### src/rtl/vmask_unit.sv
module vmask_unit #(
  parameter int MAXVL = 64,
  parameter int IDXW  = 16
) (
  input  logic                             clk,
  input  logic                             rst_n,
  input  logic                             op_valid,
  input  logic [2:0]                       op_code,
  input  logic [$clog2(MAXVL+1)-1:0]       op_vlen,
  input  logic [IDXW-1:0]                  op_scale,
  input  logic                             cmp_valid,
  input  logic [$clog2(MAXVL)-1:0]         cmp_elem,
  input  logic                             cmp_eq,
  input  logic                             mask_en,
  input  logic [$clog2(MAXVL)-1:0]         wr_elem,
  output logic                             wr_en,
  output logic [MAXVL-1:0]                 vmask,
  output logic [$clog2(MAXVL+1)-1:0]       pop_count,
  output logic                             idx_valid,
  output logic [IDXW-1:0]                  idx_data,
  output logic                             busy,
  output logic                             done
);
  localparam int EW = $clog2(MAXVL);
  localparam int LW = $clog2(MAXVL + 1);
  localparam logic [LW-1:0] VLMAX = LW'(MAXVL);

  localparam logic [2:0] OP_EQ = 3'd0, OP_NE = 3'd1, OP_SET = 3'd2,
                         OP_POP = 3'd3, OP_CPR = 3'd4;

  typedef enum logic [1:0] {S_IDLE, S_CMP, S_CPR} st_t;

  st_t              state;
  logic [MAXVL-1:0] mask, pend, low;
  logic [LW-1:0]    vl_q, cnt, vl_in;
  logic [IDXW-1:0]  scale_q;
  logic [EW-1:0]    pos;
  logic             pol_ne, found, op_go;

  assign op_go = op_valid && (state == S_IDLE);
  assign vl_in = (op_vlen > VLMAX) ? VLMAX : op_vlen;

  always_comb begin
    for (int i = 0; i < MAXVL; i++) low[i] = (LW'(i) < vl_q);
  end

  always_comb begin
    pos = '0;
    found = 1'b0;
    for (int i = 0; i < MAXVL; i++)
      if (pend[i] && !found) begin
        pos = EW'(i);
        found = 1'b1;
      end
  end

  always_comb begin
    cnt = '0;
    for (int i = 0; i < MAXVL; i++) cnt = cnt + LW'(mask[i]);
  end

  always_ff @(posedge clk) begin
    if (!rst_n) begin
      state     <= S_IDLE;
      mask      <= '1;
      pend      <= '0;
      vl_q      <= '0;
      scale_q   <= '0;
      pol_ne    <= 1'b0;
      pop_count <= '0;
      done      <= 1'b0;
    end else begin
      done <= 1'b0;
      case (state)
        S_IDLE: if (op_go) begin
          case (op_code)
            OP_EQ, OP_NE: begin
              mask   <= '0;
              pol_ne <= (op_code == OP_NE);
              vl_q   <= vl_in;
              if (vl_in == '0) done  <= 1'b1;
              else             state <= S_CMP;
            end
            OP_SET: begin
              mask <= '1;
              done <= 1'b1;
            end
            OP_POP: begin
              pop_count <= cnt;
              done      <= 1'b1;
            end
            OP_CPR: begin
              pend    <= mask;
              scale_q <= op_scale;
              state   <= S_CPR;
            end
            default: ;
          endcase
        end
        S_CMP: if (cmp_valid && (LW'(cmp_elem) < vl_q)) begin
          mask[cmp_elem] <= cmp_eq ^ pol_ne;
          if (LW'(cmp_elem) == vl_q - 1'b1) begin
            state <= S_IDLE;
            done  <= 1'b1;
          end
        end
        S_CPR: begin
          if (pend == '0) begin
            state <= S_IDLE;
            done  <= 1'b1;
          end else begin
            pend[pos] <= 1'b0;
          end
        end
        default: state <= S_IDLE;
      endcase
    end
  end

  assign vmask     = mask;
  assign busy      = (state != S_IDLE);
  assign idx_valid = (state == S_CPR) && (pend != '0);
  assign idx_data  = IDXW'(pos) * scale_q;
  assign wr_en     = mask_en ? mask[wr_elem] : 1'b1;

  AST_HIGH_CLEAR: assert property (@(posedge clk) disable iff (!rst_n)
    (state == S_CMP) |-> ((mask & ~low) == '0));

  AST_SETALL_ONES: assert property (@(posedge clk) disable iff (!rst_n)
    $past(op_go && op_code == OP_SET) |-> (&mask));

  AST_IDX_FROM_MASK: assert property (@(posedge clk) disable iff (!rst_n)
    idx_valid |-> mask[pos]);

  AST_PEND_SHRINKS: assert property (@(posedge clk) disable iff (!rst_n)
    (state == S_CPR && $past(state == S_CPR)) |-> ((pend & ~$past(pend)) == '0));

  AST_DONE_AFTER_IDX: assert property (@(posedge clk) disable iff (!rst_n)
    done |-> !idx_valid);

  AST_MASK_HELD_CPR: assert property (@(posedge clk) disable iff (!rst_n)
    (state == S_CPR) |=> $stable(mask));
endmodule

### config.mk
export PLATFORM = sky130hd
export DESIGN_NAME = vmask_unit
export DESIGN_NICKNAME = d
export VERILOG_FILES = /design/src/rtl/vmask_unit.sv
export SDC_FILE = /design/constraint.sdc
export NUM_CORES = 1
export LEC_CHECK = 0
export BUFFER_PORTS_ARGS = -buffer_cell sky130_fd_sc_hd__buf_4
export CORE_MARGIN = 2
export CORE_UTILIZATION = 45
export DETAILED_ROUTE_END_ITERATION = 16
export PLACE_DENSITY = 0.69
export SYNTH_ARGS = -nofsm -noshare
export SYNTH_HDL_FRONTEND = slang
export SYNTH_SLANG_ARGS = --single-unit
### constraint.sdc
create_clock -name clk -period 8.1 [get_ports clk]
set_clock_uncertainty 0.05 [all_clocks]
set_input_delay 0.81 -clock clk [delete_from_list [all_inputs] [get_ports clk]]
set_output_delay 0.81 -clock clk [all_outputs]
set_load 0.05 [all_outputs]
=== Yosys cells after proc, flatten, opt, wreduce, memory -nomap -nowiden ===
Cells that the tools add are included.

* Bits in latches: 0
* Bits in registers: 162
* Bits in writable memories: 0
* Output and inout port bits: 91
* Input port bits: 44
* Word-level logic and storage cells: 403
* Memories: 0
* Bits in read-only memories: 0

* Muxes and demuxes: 157
* Reductions and logical operators: 147
* Div/mod/pow operators: 0
* Eq/ne operators: 16
* $add $sub $neg: 64
* Shifts and indexed selects: 0
* Bitwise logic cells: 3
* Magnitude comparators: 7
* Multiply operators: 1

{| class="wikitable"
|+ Operators by type and width
! operator !! count
|-
| 7-bit by 1-bit adder with 7-bit output || 57
|-
| 64-bit one-hot mux with 2 select lines || 3
|-
| 6-bit 2-to-1 mux || 62
|-
| 64-bit 2-to-1 mux || 5
|-
| 1-bit 2-to-1 mux || 73
|-
| 1-bit logical AND || 68
|-
| 64-bit bitwise AND || 1
|-
| 64-bit bitwise mux || 1
|-
| 64-bit zero test || 1
|-
| 64-bit NOT || 1
|-
| 64-bit nonzero test || 1
|-
| 1-bit zero test || 63
|-
| 6-bit by 7-bit less-than comparator with 1-bit output (second input constant) || 3
|-
| 6-bit by 16-bit multiplier with 16-bit output || 1
|-
| 1-bit demux with 6-bit select || 2
|-
| 6-bit by 1-bit greater-or-equal comparator with 1-bit output (second input constant) || 2
|-
| 2-bit 2-to-1 mux || 5
|-
| 2-bit != test (second input constant) || 5
|-
| 3-bit AND reduction || 3
|-
| 4-bit AND reduction || 2
|-
| 6-bit by 1-bit adder with 7-bit output || 1
|-
| 6-bit by 7-bit equality test with 1-bit output || 1
|-
| 7-bit greater-than comparator (second input constant) || 1
|-
| 7-bit zero test || 1
|-
| other kinds (27) || 32
|}

=== Depth between registers and ports, before layout ===
* Depth after elaboration: 198
* Gate-level depth with buffers: 28
* Depth with buffers taken out: 26

=== Worst setup path before layout ===
No wires, ideal clock.

* Path kind: reg-to-output
* From: register pend[48]
* To: output idx_data[14]
* Data required time: 7240 ps
* Slack: 1151 ps
* Cell stages (with the launch flop): 26
* Buffers on the path: 1
* Arrival: 6089 ps
* Cell sequence: dfxtp_1 or4_4 and2b_2 nand4_2 o32a_1 o22ai_1 a21oi_2 nor2_4 clkbuf_1 and2_1 fa_1 ha_1 inv_1 fa_1 inv_1 ha_1 a21o_1 a21oi_1 o21bai_1 a21oi_1 nor2b_1 o21a_1 o21a_1 o21a_1 o41ai_1 xnor2_1

* Word-level cells in the longest chain between the ends: 48
* Elaborated cells on any way between the ends: 63
* Classes of those cells: mul (1); mux (31); reduce/logical (31)

{| class="wikitable"
|+ RTL lines
! element !! line !! source
|-
| from (decl) || 34 || <nowiki>logic [MAXVL-1:0] mask, pend, low;</nowiki>
|-
| from (signal assigned) || 93 || <nowiki>pend <= mask;</nowiki>
|-
| 1-bit logical AND (*) || 51 || <nowiki>if (pend[i] && !found) begin</nowiki>
|-
| 1-bit 2-to-1 mux || 51 ||
|-
| 1-bit zero test || 51 ||
|-
| 1-bit logical AND || 51 ||
|-
| 1-bit 2-to-1 mux || 51 ||
|-
| 1-bit zero test || 51 ||
|-
| 1-bit logical AND || 51 ||
|-
| 1-bit 2-to-1 mux || 51 ||
|-
| [... 32 more ...] || -- ||
|-
| 1-bit 2-to-1 mux || 51 ||
|-
| 1-bit zero test || 51 ||
|-
| 1-bit logical AND || 51 ||
|-
| 1-bit 2-to-1 mux || 51 ||
|-
| 1-bit zero test || 51 ||
|-
| 1-bit logical AND || 51 ||
|-
| 6-bit 2-to-1 mux (*) || 51 ||
|-
| 6-bit by 16-bit multiplier with 16-bit output (*) || 123 || <nowiki>assign idx_data = IDXW'(pos) * scale_q;</nowiki>
|-
| to (decl) || 20 || <nowiki>output logic [IDXW-1:0] idx_data,</nowiki>
|}

Mark *: on every way between the ends. The rest lies on a longest branch, timed or not.

=== Final worst setup path ===
* From: register pend[40]
* To: output idx_data[15]

* Word-level cells in the longest chain between the ends: 72
* Elaborated cells on any way between the ends: 95
* Classes of those cells: mul (1); mux (47); reduce/logical (47)

{| class="wikitable"
|+ RTL lines
! element !! line
|-
| 1-bit logical AND (*) || 51
|-
| 1-bit 2-to-1 mux || 51
|-
| 1-bit zero test || 51
|-
| 1-bit logical AND || 51
|-
| 1-bit 2-to-1 mux || 51
|-
| 1-bit zero test || 51
|-
| 1-bit logical AND || 51
|-
| 1-bit 2-to-1 mux || 51
|-
| [... 56 more ...] || --
|-
| 1-bit 2-to-1 mux || 51
|-
| 1-bit zero test || 51
|-
| 1-bit logical AND || 51
|-
| 1-bit 2-to-1 mux || 51
|-
| 1-bit zero test || 51
|-
| 1-bit logical AND || 51
|-
| 6-bit 2-to-1 mux (*) || 51
|-
| 6-bit by 16-bit multiplier with 16-bit output (*) || 123
|}

Marked as above.

==> run summary <==
Status: finished, final reports clean
Fmax: 0.130 GHz
Pin count of the biggest net entering global routing: 90
TritonRoute pass-1 iters: 6
Gr usage total: 29.2%
Setup slack at placement: 0.737 ns
Seq/Total Area, Yosys: 24.7%
Row count: 62
Vias post-DR: 12700
Mapped Nets: 1775
Vias in the first global route: 12300
Die Wd: 175 um
Final worst slack: 0.411 ns
Layout cells sized above 1: 15.4%
Final ANT Viol Nets: 0
Initial antenna violation count: 0
Hold WC Path Type: register to register
Max-slew violation count: 0
Die Y: 175 um
Layout net count: 1855
Slew at the pin closest to its max-slew limit: 1.25 ns
Crit path max fanout: 8
First-pass GRT wire length: 69.2 mm
Clk sinks: 162
Crit path kind: register to output pin
Req. time, crit path: 7.24 ns
Final Cycle Share: 94.9%
Top_reg_cell synth: dfxtp_1
Vias/cell: 6.12
Critical Path Source Type: register
CP Data Arrival Time: 6.83 ns
Total wire length: 44.7 mm
Most frequent cells in the layout: nand2_1 (216), dfxtp_1 (162), buf_4 (156)
Antenna Cells: 0
Power density cells: 378 nW/um2
Syn_area_per_cell: 8.25 um2
Routed len/inst: 21.6 um
LEAKAGE: 0.00599 uW
Syn. warnings: 0
Root Buffer: clkbuf_16
Final hold vios: 0
Die area: 30600 um2
Setup total negative slack: 0 ns
Final setup violation count: 0
Clock tree buffer depth: 2
Initial Utilization: 45.8%
Ports: 135
Min Tclk post-route: 7.69 ns
Area growth syn-to-layout: 15.2%
Worst-Skew Late Latency: 0.45 ns
Count of different cell masters after synthesis: 78
Critical path endpoint category: output pin
Relative slew margins: 16.2%
Commonest non-fill, non-tap cell in the layout: nand2_1
Routability cong.: 0.977
H-tree depth: 4
RSZ-0062 raised after global routing: false
Peak supply drop: 0.000858 V
Grt ovf: 0
I/O Buffers: 134
Core area: 28700 um2
Dpl hpwl: 31.4 mm
CTS tree: yes
Mapped Cells: 1592
Iter 0 DRT Violations: 1307
Async SR Flop Fraction: 0%
Remaining DRCs: 0
Hold bufs inserted after CTS: 0
Register bit total from synthesis: 162
Max-Cap Viols: 0
Cell Area, Synth: 13100 um2
EDFF count, synth: 0
CTS buffer count: 17
Clock transition at the registers of the reported paths: 0.08 ns
sequential cells by signal (all words and copies together), names as in the netlist:
| signal | cells |
|---|---|
| done | 1 |
| pend | 64 |
| pol_ne | 1 |
| pop_count | 7 |
| scale_q | 16 |
| state | 2 |
| vl_q | 7 |
| vmask | 64 |
Yosys cell counts (12+ instances only):
cell / number / area share [%]
a211oi_1: 66 / 3.8
a21oi_1: 79 / 3.0
a22oi_1: 25 / 1.4
a311oi_1: 16 / 1.1
a31oi_1: 83 / 4.0
and2_1: 48 / 2.3
buf_1: 16 / 0.46
clkbuf_1: 68 / 1.9
dfxtp_1: 162 / 25
fa_1: 99 / 15
ha_1: 40 / 3.8
inv_1: 151 / 4.3
mux2i_1: 19 / 1.4
mux4_2: 21 / 3.6
nand2_1: 217 / 6.2
nand3_1: 23 / 0.88
nor2_1: 102 / 2.9
nor3_1: 29 / 1.1
nor4_1: 12 / 0.57
o21a_1: 16 / 0.91
o21ai_0: 111 / 4.2
xnor2_1: 21 / 1.4
power by group:
group          total, uW  switching (uW)  internal, uW
logic               3850            2130          1720
clock network        847             426           421
registers           1010             149           864
total               5710            2710          3010
path summary, 6_finish.rpt:
kind	start	to	slack, ns	cells after the start
worst max-delay path	pend[40]$_SDFFE_PN0P_	idx_data[15]	0.41	25
worst min-delay path	scale_q[15]$_SDFFE_PN0P_	scale_q[15]$_SDFFE_PN0P_	0.43	2
worst max register to register	vmask[59]$_SDFFE_PN1P_	pop_count[5]$_SDFFE_PN0P_	1.75	22
worst min register to register	scale_q[15]$_SDFFE_PN0P_	scale_q[15]$_SDFFE_PN0P_	0.43	2
worst max-delay path: stages, from the launching register on:
cell and delay (ns):
dfxtp_1 0.36, nor4_2 0.50, and4_1 0.43, nand4_2 0.21, o32a_1 0.38, o22ai_1 0.14
a21oi_2 0.10, nor2_4 0.24, and2_1 0.17, fa_1 0.41, ha_1 0.29, inv_1 0.05
fa_1 0.53, inv_1 0.07, fa_1 0.46, a21o_1 0.19, a21oi_1 0.28, o21ai_0 0.14
a31oi_1 0.28, nor2b_1 0.08, o21a_1 0.18, o21ai_0 0.20, nand2b_1 0.09, a21oi_1 0.16
xnor3_1 0.23, buf_4 0.20
through the flow:
stage | utilization [%] | cells | total power (uW) | area (um2) | hold WS (ns)
after floorplan | - | 1592 | 3990 | 13100 | 0.387
after global placement | 50.1 | 2031 | 4770 | 14400 | 0.401
after detailed placement | 50.1 | 2031 | 4820 | 14400 | 0.404
after CTS | 52.3 | 2063 | 5680 | 15000 | 0.423
after global routing | 52.7 | 2069 | 6250 | 15100 | 0.442
final | 52.7 | 2069 | 5710 | 15100 | 0.428
area by class of cell:
class,count,area (um2)
fill,2732,13600
multi-input combinational,1182,9050
sequential,162,3240
timing repair buffer,156,1170
inverter,153,577
tap,384,480
clock buffer,17,425
clock inverter,15,184
cell families after synthesis:
family,synth area share [%]
compound gates,22.3
xor+xnor,2.23
fa+ha+maj,18.9
buf+inv,7.26
flops,24.7
mux,5.05
simple gates,19.6
layer usage:
layer / up-vias / part of all wire, % / track usage [%]
met4: 0 / 3.1 / 11.0
met3: 112 / 11 / 6.22
li1: 5776 / - / -
met5: - / 0 / 0
met1: 6109 / 40 / 39.0
met2: 674 / 46 / 46.5
what timing repair did:
item                       CTS  global route
hold endpoints to repair     0             0
gates resized for setup      0            12
setup endpoints to repair    0             2
buffers inserted             0             6
No activity file was read; power rests on OpenSTA's default activity.
